File: config.mk
export PLATFORM = sky130hd
export DESIGN_NAME = stream_prefetch_cache
export DESIGN_NICKNAME = d
export VERILOG_FILES = /design/src/rtl/spc_pkg.sv /design/src/rtl/spc_datapath.sv /design/src/rtl/spc_control.sv /design/src/rtl/stream_prefetch_cache.sv
export SDC_FILE = /design/constraint.sdc
export NUM_CORES = 1
export LEC_CHECK = 0
export ABC_CLOCK_PERIOD_IN_PS = 11250
export CELL_PAD_IN_SITES_DETAIL_PLACEMENT = 2
export CELL_PAD_IN_SITES_GLOBAL_PLACEMENT = 2
export CORE_ASPECT_RATIO = 1.5
export CORE_MARGIN = 2
export CORE_UTILIZATION = 45
export CTS_CLUSTER_SIZE = 16
export DETAILED_ROUTE_END_ITERATION = 7
export DONT_BUFFER_PORTS = 1
export PLACE_DENSITY = 0.89
export SYNTH_ARGS = -nofsm -noshare
export SYNTH_HDL_FRONTEND = slang
export SYNTH_SLANG_ARGS = --single-unit
export TNS_END_PERCENT = 100
File: constraint.sdc
create_clock -name clk -period 11.25 [get_ports clk]
set_clock_uncertainty 0.15 [all_clocks]
set_input_delay 0.5625 -clock clk [delete_from_list [all_inputs] [get_ports clk]]
set_output_delay 0.5625 -clock clk [all_outputs]
set_load 0.1 [all_outputs]
File: src/rtl/spc_pkg.sv
package spc_pkg;
  // Strobes from the controller to the datapath, valid for one cycle.
  typedef struct packed {
    logic cacheWr;      // install the current reference's block
    logic sbPop;        // retire the stream-buffer head
    logic demandIssue;  // flush buffer, fetch current block
    logic pfIssue;      // fetch next sequential block into buffer
    logic incHit;
    logic incSb;
    logic incMiss;
  } spcStrobes_t;
endpackage

File: src/rtl/spc_datapath.sv
module spc_datapath
  import spc_pkg::*;
#(
  parameter int ADDR_W      = 16,
  parameter int LINES       = 16,
  parameter int BLOCK_BYTES = 32,
  parameter int SB_DEPTH    = 2,
  parameter int CNT_W       = 32,
  localparam int OFF_W = $clog2(BLOCK_BYTES),
  localparam int IDX_W = $clog2(LINES),
  localparam int BLK_W = ADDR_W - OFF_W,
  localparam int TAG_W = BLK_W - IDX_W
) (
  input  logic              clk,
  input  logic              rstN,
  input  logic [ADDR_W-1:0] reqAddr,
  input  spcStrobes_t       st,
  input  logic              memRespValid,
  output logic              cacheHit,
  output logic              headHit,
  output logic              pfMatch,
  output logic              pfWanted,
  output logic              busy,
  output logic              memReqValid,
  output logic [BLK_W-1:0]  memReqBlk,
  output logic [CNT_W-1:0]  cntHit,
  output logic [CNT_W-1:0]  cntSb,
  output logic [CNT_W-1:0]  cntMiss
);
  logic [BLK_W-1:0] reqBlk;
  logic [IDX_W-1:0] reqIdx;
  logic [TAG_W-1:0] reqTag;
  assign reqBlk = reqAddr[ADDR_W-1:OFF_W];
  assign reqIdx = reqBlk[IDX_W-1:0];
  assign reqTag = reqBlk[BLK_W-1:IDX_W];

  // Tag store
  logic [LINES-1:0] lineValid;
  logic [TAG_W-1:0] tagMem [LINES];

  always_ff @(posedge clk) begin
    if (!rstN) lineValid <= '0;
    else if (st.cacheWr) lineValid[reqIdx] <= 1'b1;
  end

  always_ff @(posedge clk) begin
    if (st.cacheWr) tagMem[reqIdx] <= reqTag;
  end

  assign cacheHit = lineValid[reqIdx] && (tagMem[reqIdx] == reqTag);

  // Memory request tracking and stream state
  logic [BLK_W-1:0] pendBlk, nextPf;
  logic             pendPf, streamOn;
  logic [SB_DEPTH-1:0] sbV, nV;
  logic [BLK_W-1:0]    sbB [SB_DEPTH];
  logic [BLK_W-1:0]    nB  [SB_DEPTH];
  logic push;

  assign push        = memRespValid && busy && pendPf;
  assign memReqValid = st.demandIssue | st.pfIssue;
  assign memReqBlk   = st.demandIssue ? reqBlk : nextPf;
  assign headHit     = sbV[0] && (sbB[0] == reqBlk);
  assign pfWanted    = streamOn && !busy && !sbV[SB_DEPTH-1];
  assign pfMatch     = streamOn && !sbV[0] &&
                       (busy ? (pendPf && pendBlk == reqBlk) : (nextPf == reqBlk));

  always_ff @(posedge clk) begin
    if (!rstN) begin
      busy     <= 1'b0;
      pendPf   <= 1'b0;
      pendBlk  <= '0;
      nextPf   <= '0;
      streamOn <= 1'b0;
    end else begin
      if (memReqValid) begin
        busy    <= 1'b1;
        pendPf  <= st.pfIssue;
        pendBlk <= memReqBlk;
      end else if (memRespValid) begin
        busy <= 1'b0;
      end
      if (st.demandIssue) begin
        nextPf   <= reqBlk + BLK_W'(1);
        streamOn <= 1'b1;
      end else if (st.pfIssue) begin
        nextPf <= nextPf + BLK_W'(1);
      end
    end
  end

  // Stream buffer: shift FIFO, head at entry 0
  always_comb begin
    logic placed;
    nV = sbV;
    nB = sbB;
    placed = 1'b0;
    if (st.demandIssue) begin
      nV = '0;
    end else begin
      if (st.sbPop) begin
        for (int i = 0; i < SB_DEPTH; i++) begin
          nV[i] = (i + 1 < SB_DEPTH) ? sbV[(i+1) % SB_DEPTH] : 1'b0;
          nB[i] = sbB[(i+1) % SB_DEPTH];
        end
      end
      if (push) begin
        for (int i = 0; i < SB_DEPTH; i++) begin
          if (!placed && !nV[i]) begin
            nV[i]  = 1'b1;
            nB[i]  = pendBlk;
            placed = 1'b1;
          end
        end
      end
    end
  end

  always_ff @(posedge clk) begin
    if (!rstN) sbV <= '0;
    else       sbV <= nV;
  end

  always_ff @(posedge clk) begin
    sbB <= nB;
  end

  // Saturating event counters
  logic [2:0]            incVec;
  logic [2:0][CNT_W-1:0] cntVec;
  assign incVec = {st.incMiss, st.incSb, st.incHit};

  for (genvar g = 0; g < 3; g++) begin : gCnt
    logic [CNT_W-1:0] val;
    always_ff @(posedge clk) begin
      if (!rstN) val <= '0;
      else if (incVec[g] && (val != '1)) val <= val + CNT_W'(1);
    end
    assign cntVec[g] = val;
  end

  assign cntHit  = cntVec[0];
  assign cntSb   = cntVec[1];
  assign cntMiss = cntVec[2];
endmodule

File: src/rtl/spc_control.sv
module spc_control
  import spc_pkg::*;
(
  input  logic        clk,
  input  logic        rstN,
  input  logic        reqValid,
  input  logic        cacheHit,
  input  logic        headHit,
  input  logic        pfMatch,
  input  logic        pfWanted,
  input  logic        busy,
  input  logic        memRespValid,
  output spcStrobes_t st,
  output logic        reqReady,
  output logic        respHit,
  output logic        respSbHit
);
  typedef enum logic {S_IDLE, S_FILL} state_t;
  state_t state, nState;

  always_ff @(posedge clk) begin
    if (!rstN) state <= S_IDLE;
    else       state <= nState;
  end

  always_comb begin
    st        = '0;
    reqReady  = 1'b0;
    respHit   = 1'b0;
    respSbHit = 1'b0;
    nState    = state;
    case (state)
      S_IDLE: begin
        if (!reqValid) begin
          st.pfIssue = pfWanted;
        end else if (cacheHit) begin
          reqReady   = 1'b1;
          respHit    = 1'b1;
          st.incHit  = 1'b1;
          st.pfIssue = pfWanted;
        end else if (headHit) begin
          reqReady   = 1'b1;
          respHit    = 1'b1;
          respSbHit  = 1'b1;
          st.cacheWr = 1'b1;
          st.sbPop   = 1'b1;
          st.incSb   = 1'b1;
          st.pfIssue = pfWanted;
        end else if (pfMatch) begin
          // wait for the in-flight (or about-to-issue) head prefetch
          st.pfIssue = pfWanted;
        end else if (!busy) begin
          st.demandIssue = 1'b1;
          nState         = S_FILL;
        end
      end
      S_FILL: begin
        if (memRespValid) begin
          reqReady   = 1'b1;
          st.cacheWr = 1'b1;
          st.incMiss = 1'b1;
          nState     = S_IDLE;
        end
      end
      default: nState = S_IDLE;
    endcase
  end
endmodule

File: src/rtl/stream_prefetch_cache.sv
module stream_prefetch_cache
  import spc_pkg::*;
#(
  parameter int ADDR_W      = 16,
  parameter int LINES       = 16,
  parameter int BLOCK_BYTES = 32,
  parameter int CNT_W       = 32,
  localparam int BLK_W = ADDR_W - $clog2(BLOCK_BYTES)
) (
  input  logic              clk,
  input  logic              rstN,
  input  logic              reqValid,
  input  logic [ADDR_W-1:0] reqAddr,
  output logic              reqReady,
  output logic              respHit,
  output logic              respSbHit,
  output logic              memReqValid,
  output logic [BLK_W-1:0]  memReqBlk,
  input  logic              memRespValid,
  output logic [CNT_W-1:0]  cntHit,
  output logic [CNT_W-1:0]  cntSbHit,
  output logic [CNT_W-1:0]  cntMiss
);
  spcStrobes_t st;
  logic cacheHit, headHit, pfMatch, pfWanted, busy;

  spc_datapath #(
    .ADDR_W(ADDR_W), .LINES(LINES), .BLOCK_BYTES(BLOCK_BYTES),
    .SB_DEPTH(2), .CNT_W(CNT_W)
  ) uDp (
    .clk(clk), .rstN(rstN), .reqAddr(reqAddr), .st(st),
    .memRespValid(memRespValid), .cacheHit(cacheHit), .headHit(headHit),
    .pfMatch(pfMatch), .pfWanted(pfWanted), .busy(busy),
    .memReqValid(memReqValid), .memReqBlk(memReqBlk),
    .cntHit(cntHit), .cntSb(cntSbHit), .cntMiss(cntMiss)
  );

  spc_control uCtl (
    .clk(clk), .rstN(rstN), .reqValid(reqValid), .cacheHit(cacheHit),
    .headHit(headHit), .pfMatch(pfMatch), .pfWanted(pfWanted), .busy(busy),
    .memRespValid(memRespValid), .st(st), .reqReady(reqReady),
    .respHit(respHit), .respSbHit(respSbHit)
  );
endmodule

# Word level (Yosys, flattened, before mapping)
# Memories as Yosys holds them, arrays and structs flattened.
# Cells that the tools add are included.
# classes
add_sub_neg	5
order_cmp	2
n_eq_ne	7
mux	51
bitwise	4
reduce_logical	22
# ops
operator	count
$add A32 B1 Y32 const B	3
$ne A32 B32 Y1 const B	3
$mux W11	5
$mux W22	2
$eq A11 B11 Y1	3
$mux W1	31
$add A11 B1 Y11 const B	2
$or A16 B16 Y16	1
$logic_and A1 B1 Y1	14
$mux W2	5
$eq A7 B7 Y1	1
$mux W3	2
$pmux W1 S2	3
$logic_not A1 Y1	5
$lt A4 B5 Y1 const B	1
$mux W5	1
$bmux W1 S4	1
$demux W1 S4	1
$ge A4 B1 Y1 const B	1
$reduce_bool A2 Y1	2
$not A1 Y1	2
$reduce_or A2 Y1	1
$or A1 B1 Y1	1
# word_totals
register_bits	162
ram_bits	112
input_bits	20
output_inout_bits	111
word_cells	105
memories	1
# memory_table
memory	depth	word_bits	read_ports	rd_ports_with_merged_regs	wr	line_no	source
uDp.tagMem	16	7	1	0	1	spc_datapath.sv:39	logic [TAG_W-1:0] tagMem [LINES];

# Logic depth before layout (Yosys ltp)
# logic_depth
word_depth	18
depth_mapped	22
mapped_depth_nobuf	16

# By module
# A second synthesis with hierarchy kept.
# hier_totals
hier_cells	1157
hier_area_um2	12650.9
# by_module_without_submodules
mod	n_inst	cells_each	area_per_inst_um2	seq_area_each_um2
spc_datapath	1	1137	12508.2	6806.5
spc_control	1	20	142.6	20.0

# Worst setup path after synthesis
# Ideal clock, no wire load.
# synth_path
kind	input to register
startpoint	in reqAddr[6]
endpoint	reg uDp.nextPf[10]
setup_time_ns	0.086
arrival_ns	5.262
required_time_ns	11.014
slack_ns	5.752
stages	20
path_buffers	4
path_cell_list	buf_6 buf_12 mux4_2 mux2i_1 xor2_1 nand4_1 a221oi_2 o21a_1 nor2_1 inv_1 clkbuf_1 nand2_1 nand2_1 ha_1 clkbuf_1 and3_1 nand4_1 xnor2_1 nor2_1 a211oi_1
# synth_between
elab_chain_cells	10
elab_cells_between_ends	24
classes_between	add/sub (1); eq/ne (4); mux (13); reduce/logical (5); memory (1)
# synth_rtl
item	line_no	source
start, declared	stream_prefetch_cache.sv:13	input logic [ADDR_W-1:0] reqAddr,
branches (longest 10 deep; another with $mem_v2 Z16 W7)	n/a	
end signal, assigned	spc_datapath.sv:84	nextPf <= reqBlk + BLK_W'(1);
end signal, assigned	spc_datapath.sv:87	nextPf <= nextPf + BLK_W'(1);
end, declared	spc_datapath.sv:53	logic [BLK_W-1:0] pendBlk, nextPf;
# Several ways; the timed one is not identified. The select of a mux whose other input is x is not followed.
# A chain may end at the register's enable or synchronous reset.

# Final worst setup path
# layout_path
startpoint	mem uDp.tagMem[7][2] in the netlist's numbering
endpoint	reg uDp.nextPf[10]
# layout_between
elab_chain_cells	7
elab_cells_between_ends	10
classes_between	eq/ne (1); mux (6); reduce/logical (2); memory (1)
# layout_rtl
item	line_no	source
start, declared	spc_datapath.sv:39	
$mem_v2 Z16 W7 *	n/a	
$eq A7 B7 Y1 *	spc_datapath.sv:50	assign cacheHit = lineValid[reqIdx] && (tagMem[reqIdx] == reqTag);
$logic_and A1 B1 Y1 *	spc_datapath.sv:50	
$mux W3 or $mux W1 (tied branches)	spc_control.sv:36	end else if (cacheHit) begin
$mux W3 or $mux W1 (tied branches)	spc_control.sv:34	if (!reqValid) begin
$mux W5 *	spc_control.sv:32	case (state)
$mux W11 or $reduce_bool A2 Y1 (tied branches)	n/a	
# Every way passes the cells marked *; elsewhere a longest branch is shown, timed or not.

==> results.yml <==
run_status:
  outcome: "finished clean"
floorplan:
  ios: 131
  fp.dieH_um: 211
  core_mm2: 0.0281
  row_count: 75
  start_util_pct: 46.0
  die_w_um: 142
  die-area_mm2: 0.0301
worst_hold_path:
  hold_start: "rstN"
  hp-class: "input pin to flop"
  whs_path_depth: 2
  whs_endpoint: "uDp.cntHit[24]$_SDFFE_PN0P_"
logic_synthesis:
  avgSynthCellArea_um2: 10.9
  ys_ff_latch: 274
  ys_seq_area_share_pct: 52.9
  ys_async_sr_fraction_pct: 0
  synthesis.area_mm2: 0.0129
  synth_edf_count: 134
  syn_inst: 1188
  yosys_warnings: 0
  ys_types: 61
  syn-num-nets: 1212
  synth-main-ff-cell: "dfxtp_1"
worst_setup_path:
  arrival_ns: 5.89
  reg2reg_slack_ns: 5.68
  path_max_fanout: 23
  crit_type: "flop to flop"
  critPathCaptureType: "flop"
  ff2ff_path_depth: 17
  worstPathRequired_ns: 11.57
  timing.rr.start: "uDp.tagMem[7][2]$_DFFE_PP_"
  startpoint_type: "flop"
  r2r-end: "uDp.nextPf[10]$_SDFFE_PN0P_"
sta:
  final_hold_viol_count: 0
  drv_slew: 0
  period_minus_slack_ns: 5.57
  fmax_mhz: 179
  fin_crit_sh_pct: 49.5
  setup_viol: 0
  setup_tns_ns: 0
  slew_headroom_pct: 20.6
  rsz0062_at_grt: "false"
  tightest_slew_ns: 1.19
final_layout:
  final_common_cell: "dfxtp_1"
  area_growth_pct: 11.0
  final_cell_area_mm2: 0.0143
  n_fill_cell: 2748
  final_cell_mix: "140 x dfxtp_1, 134 x edfxtp_1, 86 x nand2_1"
  drive_gt1_share_pct: 13.2
  finalNetCount: 1202
  antenna_cells: 0
grt:
  use_met1_pct: 30.1
  grt_pass1_wl_um: 64600
  grt_use_met3_pct: 5.36
  overflow: 0
  grt_pass1_vias: 10900
  use_met2_pct: 52.6
  grt_max_degree: 70
  grt-busiest-layer: "met2"
  antenna_found_initial: 0
  grt_util_all_layers_pct: 28.0
detailed_routing:
  wl_um: 42100
  wl_per_cell_um: 27.3
  vias: 9800
  ant_nets: 0
  drc_errors: 0
  via_per_inst: 6.34
  drt_iter0_drc: 454
  drt_first_pass_iters: 5
power_and_ir_drop:
  ir_worst_vdd_v: 0.000125
  sw_frac_of_total_pct: 25.4
  p_sw_mw: 0.617
  comb_power_share_pct: 10.4
  p_leak_nw: 4.79
  clock_power_share_pct: 43.4
  power_frac_seq_pct: 46.2
  internal_power_mw: 1.82
  powerDensity_mw_per_mm2: 170
clock_tree:
  cts_resized: 0
  cts.sinks: 274
  cts_buffer_depth: 3
  htree_levels: 1
  numCtsBuffers: 28
  worstSkewPairLatency_ns: 0.56
  cts_tree: "yes"
  cts.clk_slew.worst_paths_ns: 0.07
  root_buffer: "clkbuf_16"
place:
  place_area_mm2: 0.0132
  port_buffers: 0
  gp_congestion: 0.804
  place.detailed.hpwl_um: 26300
flow_run:
  cap_violations: 0
[routing by layer]
layer  up-vias  share of wire (%)
met3       110                5.0
met5         -                  0
met1      5068                 38
li1       4361                  -
met4         0                4.3
met2       261                 53
[final cells by class]
class	instances	area, um^2	share of cell area [%]
repair buffers	33	285	1.99
clock inverters	14	219	1.53
inverters	40	151	1.06
flip-flops and latches	274	6830	47.7
clock buffers	38	821	5.73
well taps	346	433	3.02
multi-input cells	801	5580	39.0
[cell families after synthesis]
group                    Yosys count  synth area share (%)
AND/OR/NAND/NOR                  413                  16.8
flip-flops                       274                  52.9
AO/OA/AOI/OAI                    204                  10.6
buffers and inverters            113                  3.92
multiplexers                      95                  9.56
XOR/XNOR                          85                  5.77
adder cells (fa/ha/maj)            4                 0.388
[flip-flops by register name, summed over array words and instances, names as in the netlist, 2 cells and up]
signal / count
uDp.sbB: 22
uDp.cntMiss: 32
uDp.pendBlk: 11
uDp.lineValid: 16
uDp.sbV: 2
uDp.cntHit: 32
uDp.cntSb: 32
uDp.nextPf: 11
uDp.tagMem: 112
[synth_stat cells, drive strengths merged (31+ instances only)]
cell type,instances,area share [%]
clkbuf,50,1.5
a21oi,60,2.3
xor2,34,2.3
inv,40,1.2
xnor2,51,3.5
mux2i,40,3.1
edfxtp,134,31
mux2,36,3.1
nand3,51,2.0
nand2,86,2.5
dfxtp,140,22
o21ai,43,1.7
nor2,75,2.2
or3,31,1.5
[worst max path at each step]
stage,to,from,cells past startpoint,slack (ns)
2_1_floorplan,uDp.nextPf[10]$_SDFFE_PN0P_,reqAddr[6],20,5.75
3_3_place_gp,uDp.nextPf[10]$_SDFFE_PN0P_,reqAddr[6],16,5.96
3_5_place_dp,uDp.nextPf[10]$_SDFFE_PN0P_,reqAddr[6],16,5.70
4_1_cts,memReqBlk[3],uDp.tagMem[15][2]$_DFFE_PP_,12,5.70
5_1_grt,uDp.nextPf[10]$_SDFFE_PN0P_,uDp.tagMem[15][2]$_DFFE_PP_,16,5.39
6_report,uDp.nextPf[10]$_SDFFE_PN0P_,uDp.tagMem[7][2]$_DFFE_PP_,17,5.68
[critical path: stages (launching register included)]
cell,delay (ns)
edfxtp_1,0.40
mux4_2,0.47
mux2i_1,0.19
xor2_1,0.24
nand4_1,0.21
a221oi_2,0.35
o21a_1,0.52
nor2_1,0.16
buf_4,0.27
inv_1,0.12
nand2_1,0.08
nand2_1,0.72
ha_1,0.57
and3_1,0.35
nand4_1,0.18
xnor2_1,0.19
nor2_1,0.06
a211oi_1,0.22
[timing repair]
item	CTS	global route
hold endpoints to repair	139	1
hold buffers	10	1
buffers inserted	0	0
[metrics by stage]
stage	cells	setup WS (ns)	power, mW	util, %	hold WS (ns)
2_1_floorplan	1188	5.75	1.33	-	0.270
5_1_grt	1546	5.39	2.51	51.0	-0.000192
3_3_place_gp	1483	5.96	1.36	46.9	0.281
6_report	1546	5.68	2.44	51.0	0.0141
3_5_place_dp	1483	5.70	1.37	46.9	0.296
4_1_cts	1545	5.70	2.45	51.0	0.000181
[power by group through the flow]
stage,Combinational (mW),Sequential [mW],Clock (mW)
final,0.254,1.12,1.06
after floorplan,0.199,1.13,0
after CTS,0.253,1.12,1.07
after detailed placement,0.231,1.14,0
after global routing,0.267,1.13,1.11
after global placement,0.218,1.14,0
Power figures use the tool's default switching activity.
